## src/rtl/dpcmp_pkg.sv

```systemverilog
package dpcmp_pkg;

    typedef enum logic [0:0] {
        ST_IDLE   = 1'b0,
        ST_COMMIT = 1'b1
    } cmp_state_e;

    typedef struct packed {
        logic is_zero;
        logic is_nan;
        logic is_qnan;
        logic is_snan;
    } opclass_t;

    // Status word bit positions (LSB-0)
    localparam int SW_LT_BIT     = 15;
    localparam int SW_GT_BIT     = 14;
    localparam int SW_EQ_BIT     = 13;
    localparam int SW_UN_BIT     = 12;
    localparam int SW_INVCMP_BIT = 19;
    localparam int SW_SIGNAN_BIT = 24;
    localparam int SW_W          = 32;

    localparam logic [3:0] CODE_UNORD = 4'b0001;

endpackage

```

## src/rtl/dpcmp_classify.sv

```systemverilog
module dpcmp_classify
    import dpcmp_pkg::*;
#(
    parameter int DW    = 64,
    parameter int EXP_W = 11
) (
    input  logic [DW-1:0] op_i,
    output opclass_t      cls_o
);
    localparam int FRAC_W = DW - 1 - EXP_W;

    logic [EXP_W-1:0]  exp_f;
    logic [FRAC_W-1:0] frac_f;
    logic              exp_max;
    logic              frac_nz;

    always_comb begin
        exp_f          = op_i[DW-2 -: EXP_W];
        frac_f         = op_i[FRAC_W-1:0];
        exp_max        = &exp_f;
        frac_nz        = |frac_f;
        cls_o.is_zero  = (exp_f == '0) && !frac_nz;
        cls_o.is_nan   = exp_max && frac_nz;
        cls_o.is_qnan  = exp_max && frac_f[FRAC_W-1];
        cls_o.is_snan  = exp_max && frac_nz && !frac_f[FRAC_W-1];
    end
endmodule

```

## src/rtl/dpcmp_order.sv

```systemverilog
module dpcmp_order #(
    parameter int DW = 64
) (
    input  logic [DW-1:0] a_i,
    input  logic [DW-1:0] b_i,
    input  logic          a_zero_i,
    input  logic          b_zero_i,
    output logic          lt_o,
    output logic          gt_o,
    output logic          eq_o
);
    // Map sign-magnitude onto an unsigned monotonic key
    function automatic logic [DW-1:0] order_key(input logic [DW-1:0] v);
        if (v[DW-1]) order_key = ~v;
        else         order_key = {1'b1, v[DW-2:0]};
    endfunction

    logic [DW-1:0] key_a;
    logic [DW-1:0] key_b;

    always_comb begin
        key_a = order_key(a_i);
        key_b = order_key(b_i);
        eq_o  = (a_zero_i && b_zero_i) || (a_i == b_i);
        lt_o  = !eq_o && (key_a < key_b);
        gt_o  = !eq_o && (key_a > key_b);
    end
endmodule

```

## src/rtl/dpcmp_fieldwrite.sv

```systemverilog
module dpcmp_fieldwrite #(
    parameter int NFIELD = 8,
    parameter int FW     = 4
) (
    input  logic [NFIELD*FW-1:0]       cr_i,
    input  logic [$clog2(NFIELD)-1:0]  idx_i,
    input  logic [FW-1:0]              code_i,
    output logic [NFIELD*FW-1:0]       cr_o
);
    localparam int IDX_W = $clog2(NFIELD);

    for (genvar g = 0; g < NFIELD; g++) begin : g_field
        // Field 0 sits at the most significant end
        localparam int LO = (NFIELD - 1 - g) * FW;
        assign cr_o[LO +: FW] = (idx_i == IDX_W'(g)) ? code_i : cr_i[LO +: FW];
    end
endmodule

```

## src/rtl/dp_ordcmp_unit.sv

```systemverilog
module dp_ordcmp_unit
    import dpcmp_pkg::*;
#(
    parameter int DW     = 64,
    parameter int EXP_W  = 11,
    parameter int NFIELD = 8,
    parameter int FW     = 4
) (
    input  logic                       clk_i,
    input  logic                       rst_ni,
    input  logic                       valid_i,
    input  logic [DW-1:0]              opa_i,
    input  logic [DW-1:0]              opb_i,
    input  logic [$clog2(NFIELD)-1:0]  bf_i,
    input  logic                       inv_en_i,
    output logic [NFIELD*FW-1:0]       cr_o,
    output logic [SW_W-1:0]            fpscr_o,
    output logic                       done_o
);
    localparam int CR_W = NFIELD * FW;

    cmp_state_e state_q, state_d;

    opclass_t         cls_a, cls_b;
    logic             lt, gt, eq;
    logic             unord, snan_any, qnan_any;
    logic [FW-1:0]    code;
    logic [CR_W-1:0]  cr_q, cr_next;
    logic [SW_W-1:0]  sw_q, sw_next;

    dpcmp_classify #(.DW(DW), .EXP_W(EXP_W)) u_cls_a (.op_i(opa_i), .cls_o(cls_a));
    dpcmp_classify #(.DW(DW), .EXP_W(EXP_W)) u_cls_b (.op_i(opb_i), .cls_o(cls_b));

    dpcmp_order #(.DW(DW)) u_order (
        .a_i      (opa_i),
        .b_i      (opb_i),
        .a_zero_i (cls_a.is_zero),
        .b_zero_i (cls_b.is_zero),
        .lt_o     (lt),
        .gt_o     (gt),
        .eq_o     (eq)
    );

    always_comb begin
        unord    = cls_a.is_nan  || cls_b.is_nan;
        snan_any = cls_a.is_snan || cls_b.is_snan;
        qnan_any = cls_a.is_qnan || cls_b.is_qnan;
        code     = unord ? FW'(CODE_UNORD) : FW'({lt, gt, eq, 1'b0});
    end

    dpcmp_fieldwrite #(.NFIELD(NFIELD), .FW(FW)) u_steer (
        .cr_i   (cr_q),
        .idx_i  (bf_i),
        .code_i (code),
        .cr_o   (cr_next)
    );

    always_comb begin
        sw_next                  = sw_q;
        sw_next[SW_LT_BIT]       = code[3];
        sw_next[SW_GT_BIT]       = code[2];
        sw_next[SW_EQ_BIT]       = code[1];
        sw_next[SW_UN_BIT]       = code[0];
        sw_next[SW_SIGNAN_BIT]   = sw_q[SW_SIGNAN_BIT] | snan_any;
        sw_next[SW_INVCMP_BIT]   = sw_q[SW_INVCMP_BIT] | qnan_any | (snan_any & ~inv_en_i);
    end

    // Next-state logic
    always_comb begin
        state_d = state_q;
        unique case (state_q)
            ST_IDLE:   state_d = valid_i ? ST_COMMIT : ST_IDLE;
            ST_COMMIT: state_d = valid_i ? ST_COMMIT : ST_IDLE;
            default:   state_d = ST_IDLE;
        endcase
    end

    // State register
    always_ff @(posedge clk_i or negedge rst_ni) begin
        if (!rst_ni) state_q <= ST_IDLE;
        else         state_q <= state_d;
    end

    // Output registers
    always_ff @(posedge clk_i or negedge rst_ni) begin
        if (!rst_ni) begin
            cr_q <= '0;
            sw_q <= '0;
        end else if (valid_i) begin
            cr_q <= cr_next;
            sw_q <= sw_next;
        end
    end

    assign cr_o    = cr_q;
    assign fpscr_o = sw_q;
    assign done_o  = (state_q == ST_COMMIT);

endmodule

```

## config.mk

```make
export PLATFORM = sky130hd
export DESIGN_NAME = dp_ordcmp_unit
export DESIGN_NICKNAME = d
export VERILOG_FILES = /design/src/rtl/dpcmp_pkg.sv /design/src/rtl/dpcmp_classify.sv /design/src/rtl/dpcmp_order.sv /design/src/rtl/dpcmp_fieldwrite.sv /design/src/rtl/dp_ordcmp_unit.sv
export SDC_FILE = /design/constraint.sdc
export NUM_CORES = 1
export LEC_CHECK = 0
export BUFFER_PORTS_ARGS = -buffer_cell sky130_fd_sc_hd__buf_2
export CAP_MARGIN = 15
export CORE_MARGIN = 2
export CORE_UTILIZATION = 27
export CTS_BUF_LIST = sky130_fd_sc_hd__clkbuf_2 sky130_fd_sc_hd__clkbuf_4 sky130_fd_sc_hd__clkbuf_8
export CTS_CLUSTER_SIZE = 24
export DETAILED_ROUTE_END_ITERATION = 8
export GPL_TIMING_DRIVEN = 0
export PLACE_DENSITY = 0.58
export SLEW_MARGIN = 10
export SYNTH_ARGS = -nofsm -noshare
export SYNTH_HDL_FRONTEND = slang
export SYNTH_SLANG_ARGS = --single-unit
```

## constraint.sdc

```tcl
create_clock -name clk_i -period 1.6 [get_ports clk_i]
set_input_delay 0.08 -clock clk_i [delete_from_list [all_inputs] [get_ports clk_i]]
set_output_delay 0.08 -clock clk_i [all_outputs]
set_load 0.02 [all_outputs]
```

==> metrics <==
count of final hold-check violations 0; WP data required 1.80 ns; Top cell by count, worst path buf_8; critical setup path kind primary input to register; CTS tree yes; Clock Root Buffer clkbuf_8; Clock Skews 0 ns; placed instance area 6870 um^2; Synth top cells by count xnor2_1 (108), xor2_1 (66), ha_1 (64); Post-Synth XOR/XNOR Area 0.284; Post-synth EDFFs 0; Avg Cell Area, Syn 8.54 um^2; Max Cap Violations 0; via count 5749; crit path DAT 2.77 ns; I/O pin count 200; Core ar. 19500 um^2; first-pass GRT wire length 31800 um; met3 usage 0.0286; Synth cell types 46; WL per Instance 18.9 um; violations in the final reports setup timing; cell with the most instances after synthesis xnor2_1; final RePlAce weighted congestion 0.920; Post-synth top flop dfrtp_1; PD cells 566 nW/um^2; endpoints failing setup 37; GRT Util Overall 0.189; row cnt 51; sequential area share after synthesis 0.182; pins over their slew limit 0; layout cell share with drive strength beyond 1 0.407; Initial Utilization 0.276; Via density 5.12; Max VDD drop 0.000389 V; WL final 21200 um; status finished with violations; CP Cell Sequence buf_8 -> clkbuf_16 -> buf_12 -> buf_8 -> xnor2_2 -> ha_1 -> and4_4 -> a221oi_4 -> o311ai_4 -> buf_6 -> or4_4 -> o31ai_2; Die Width 145 um; fillcell total 1936; Initial DRT Pass Iterations 5; vias in the first global route 5492; RSZ-0062 raised after global routing yes; Syn Inst Count 628; Mapped Area 5370 um^2; largest net degree at the start of global routing 40; CTS sink cnt 39; largest area contributor in the netlist dfrtp_1; leak pwr 3.56 nW; synth top area cells dfrtp_1 (18%), xnor2_1 (18%), ha_1 (15%); Max stage delay on crit path 0.57 ns; Slew headroom 0.405; Warnings, synthesis 0; Tcrit/Tclk final 1.61; H-tree depth 2; initial antenna violation count 1; Worst Hold Class primary input to register; worst-path maximum fanout 8; slew at the pin closest to its max-slew limit 0.892 ns; starting DRC count in detailed routing 406; DIE HEIGHT 145 um; total gr overflow 0; buffer levels on the longest clock path 2; #FFs+latches synth 39; met1 GRT Util 0.264; fin area 8270 um^2; Synth Area in Simple Gates 0.184; Final TNS setup -22.65 ns; Clock Pin Slew Worst Setup and Hold Paths 0.07 ns; met2 Resource Use GR 0.310; DP HPWL 16600 um; largest family of logic cells by synthesized area XOR/XNOR gates; PortBufs 172; TritonCTS Buffers 5; Synth Area in Compound Gates 0.137; Worst-Skew Late Latency 0.29 ns; setup ws final -0.974 ns; Routed Antenna Nets 0; Synth Area in Adders 0.149; busiest grt layer met2; min Tclk post-route 2.57 ns; mux contribution to synthesized area 0; Layout Nets 1055; Die ar. 21000 um^2; nature of the critical path endpoint register; Synth async-reset ratio 1.00; Critical-path top delay cell or4_4; residual DRC count 0; Synth top area share 0.182; fmax 389 MHz; Layout area overhead 54.2%; CP startpoint kind primary input
[stage by stage]
step | power, mW | hold slack (ns) | util | setup slack (ns) | cells
after global placement | 3.35 | 0.205 | 0.353 | -1.58 | 1090
after global routing | 4.99 | 0.174 | 0.425 | -1.02 | 1122
after floorplan | 2.56 | -0.216 | - | -0.823 | 653
after detailed placement | 3.36 | 0.206 | 0.353 | -1.59 | 1090
after CTS | 4.32 | 0.151 | 0.388 | -0.932 | 1105
final | 4.68 | 0.150 | 0.425 | -0.974 | 1122
[worst max-delay path, delay by kind of cell]
kind | cells | cell delay (ns)
and+or+nand+nor | 2 | 0.77
adders and majority gates | 1 | 0.31
AOI/OAI and AO/OA | 3 | 0.75
xor gates and xnor gates | 1 | 0.13
buffers and inverters | 5 | 0.72
[cell families after synthesis]
family,count (synthesis)
adders and majority gates,64
other,1
buffers and inverters,60
DFF,39
AOI/OAI and AO/OA,104
xor gates and xnor gates,174
and+or+nand+nor,186
[sequential cells by signal (all words and copies together) (netlist names)]
register and count:
fpscr_o 6, done_o 1, cr_o 32
[cell usage in the layout, fill, tap and decap left out, types with 7 or more instances in the layout]
cell type / synthesis / layout
nand3_1: 14 / 12
nor2_1: 11 / 9
buf_6: 2 / 28
nand2_1: 61 / 55
nand4_1: 34 / 34
buf_4: 26 / 49
nor2b_1: 7 / 7
dfrtp_1: 39 / 39
conb_1: 1 / 26
buf_2: 0 / 141
nor4_1: 36 / 9
xnor2_1: 108 / 104
o31ai_4: 0 / 13
nor4_4: 0 / 19
nand2b_1: 7 / 7
o21ai_2: 0 / 10
ha_1: 64 / 64
buf_8: 0 / 10
xor2_1: 66 / 66
a21oi_1: 26 / 20
nor4_2: 0 / 8
inv_1: 16 / 16
[worst paths after layout]
check                           slack, ns                       to  cells past startpoint                    start
min in group asynchronous            0.45     cr_o[19]$_DFFE_PN0P_                      2                   rst_ni
worst min-delay path                 0.15  fpscr_o[19]$_DFFE_PN0P_                      3                 inv_en_i
max in group asynchronous            0.59  fpscr_o[13]$_DFFE_PN0P_                      2                   rst_ni
worst min register to register       0.47      cr_o[4]$_DFFE_PN0P_                      2      cr_o[4]$_DFFE_PN0P_
worst max-delay path                -0.97  fpscr_o[15]$_DFFE_PN0P_                     12                opb_i[63]
worst max register to register       0.81  fpscr_o[19]$_DFFE_PN0P_                      1  fpscr_o[19]$_DFFE_PN0P_
[power by group]
| part | switching (mW) | total, mW | internal (mW) |
|---|---|---|---|
| Clock | 0.333 | 0.807 | 0.474 |
| Sequential | 0.0700 | 1.17 | 1.10 |
| Combinational | 1.53 | 2.71 | 1.18 |
| Total | 1.93 | 4.68 | 2.75 |
[area by class of cell]
| type | instances | area (um^2) | area share |
|---|---|---|---|
| multi-input cells | 555 | 5050 | 0.611 |
| repair buffers | 196 | 1290 | 0.156 |
| flip-flops and latches | 39 | 976 | 0.118 |
| plain buffers | 43 | 457 | 0.0552 |
| well taps | 265 | 332 | 0.0401 |
| clock buffers | 6 | 76.3 | 0.00922 |
| inverters | 16 | 60.1 | 0.00726 |
| clock inverters | 1 | 30.0 | 0.00363 |
| diodes | 1 | 2.50 | 0.000302 |
[what timing repair did]
action                                  CTS  global route
pin swaps                                29            74
buffers inserted                          5            16
gates cloned                              2             1
resized for setup                        99           128
hold endpoints to repair                 40             0
endpoints found under the setup margin   37            38
hold buffers                              2             0
[metal layers]
metal	vias to the layer above	part of all wire
met5	-	0
met4	0	0.021
met3	33	0.083
met2	271	0.46
met1	2728	0.43
li1	2717	-
Power figures use the tool's default switching activity.
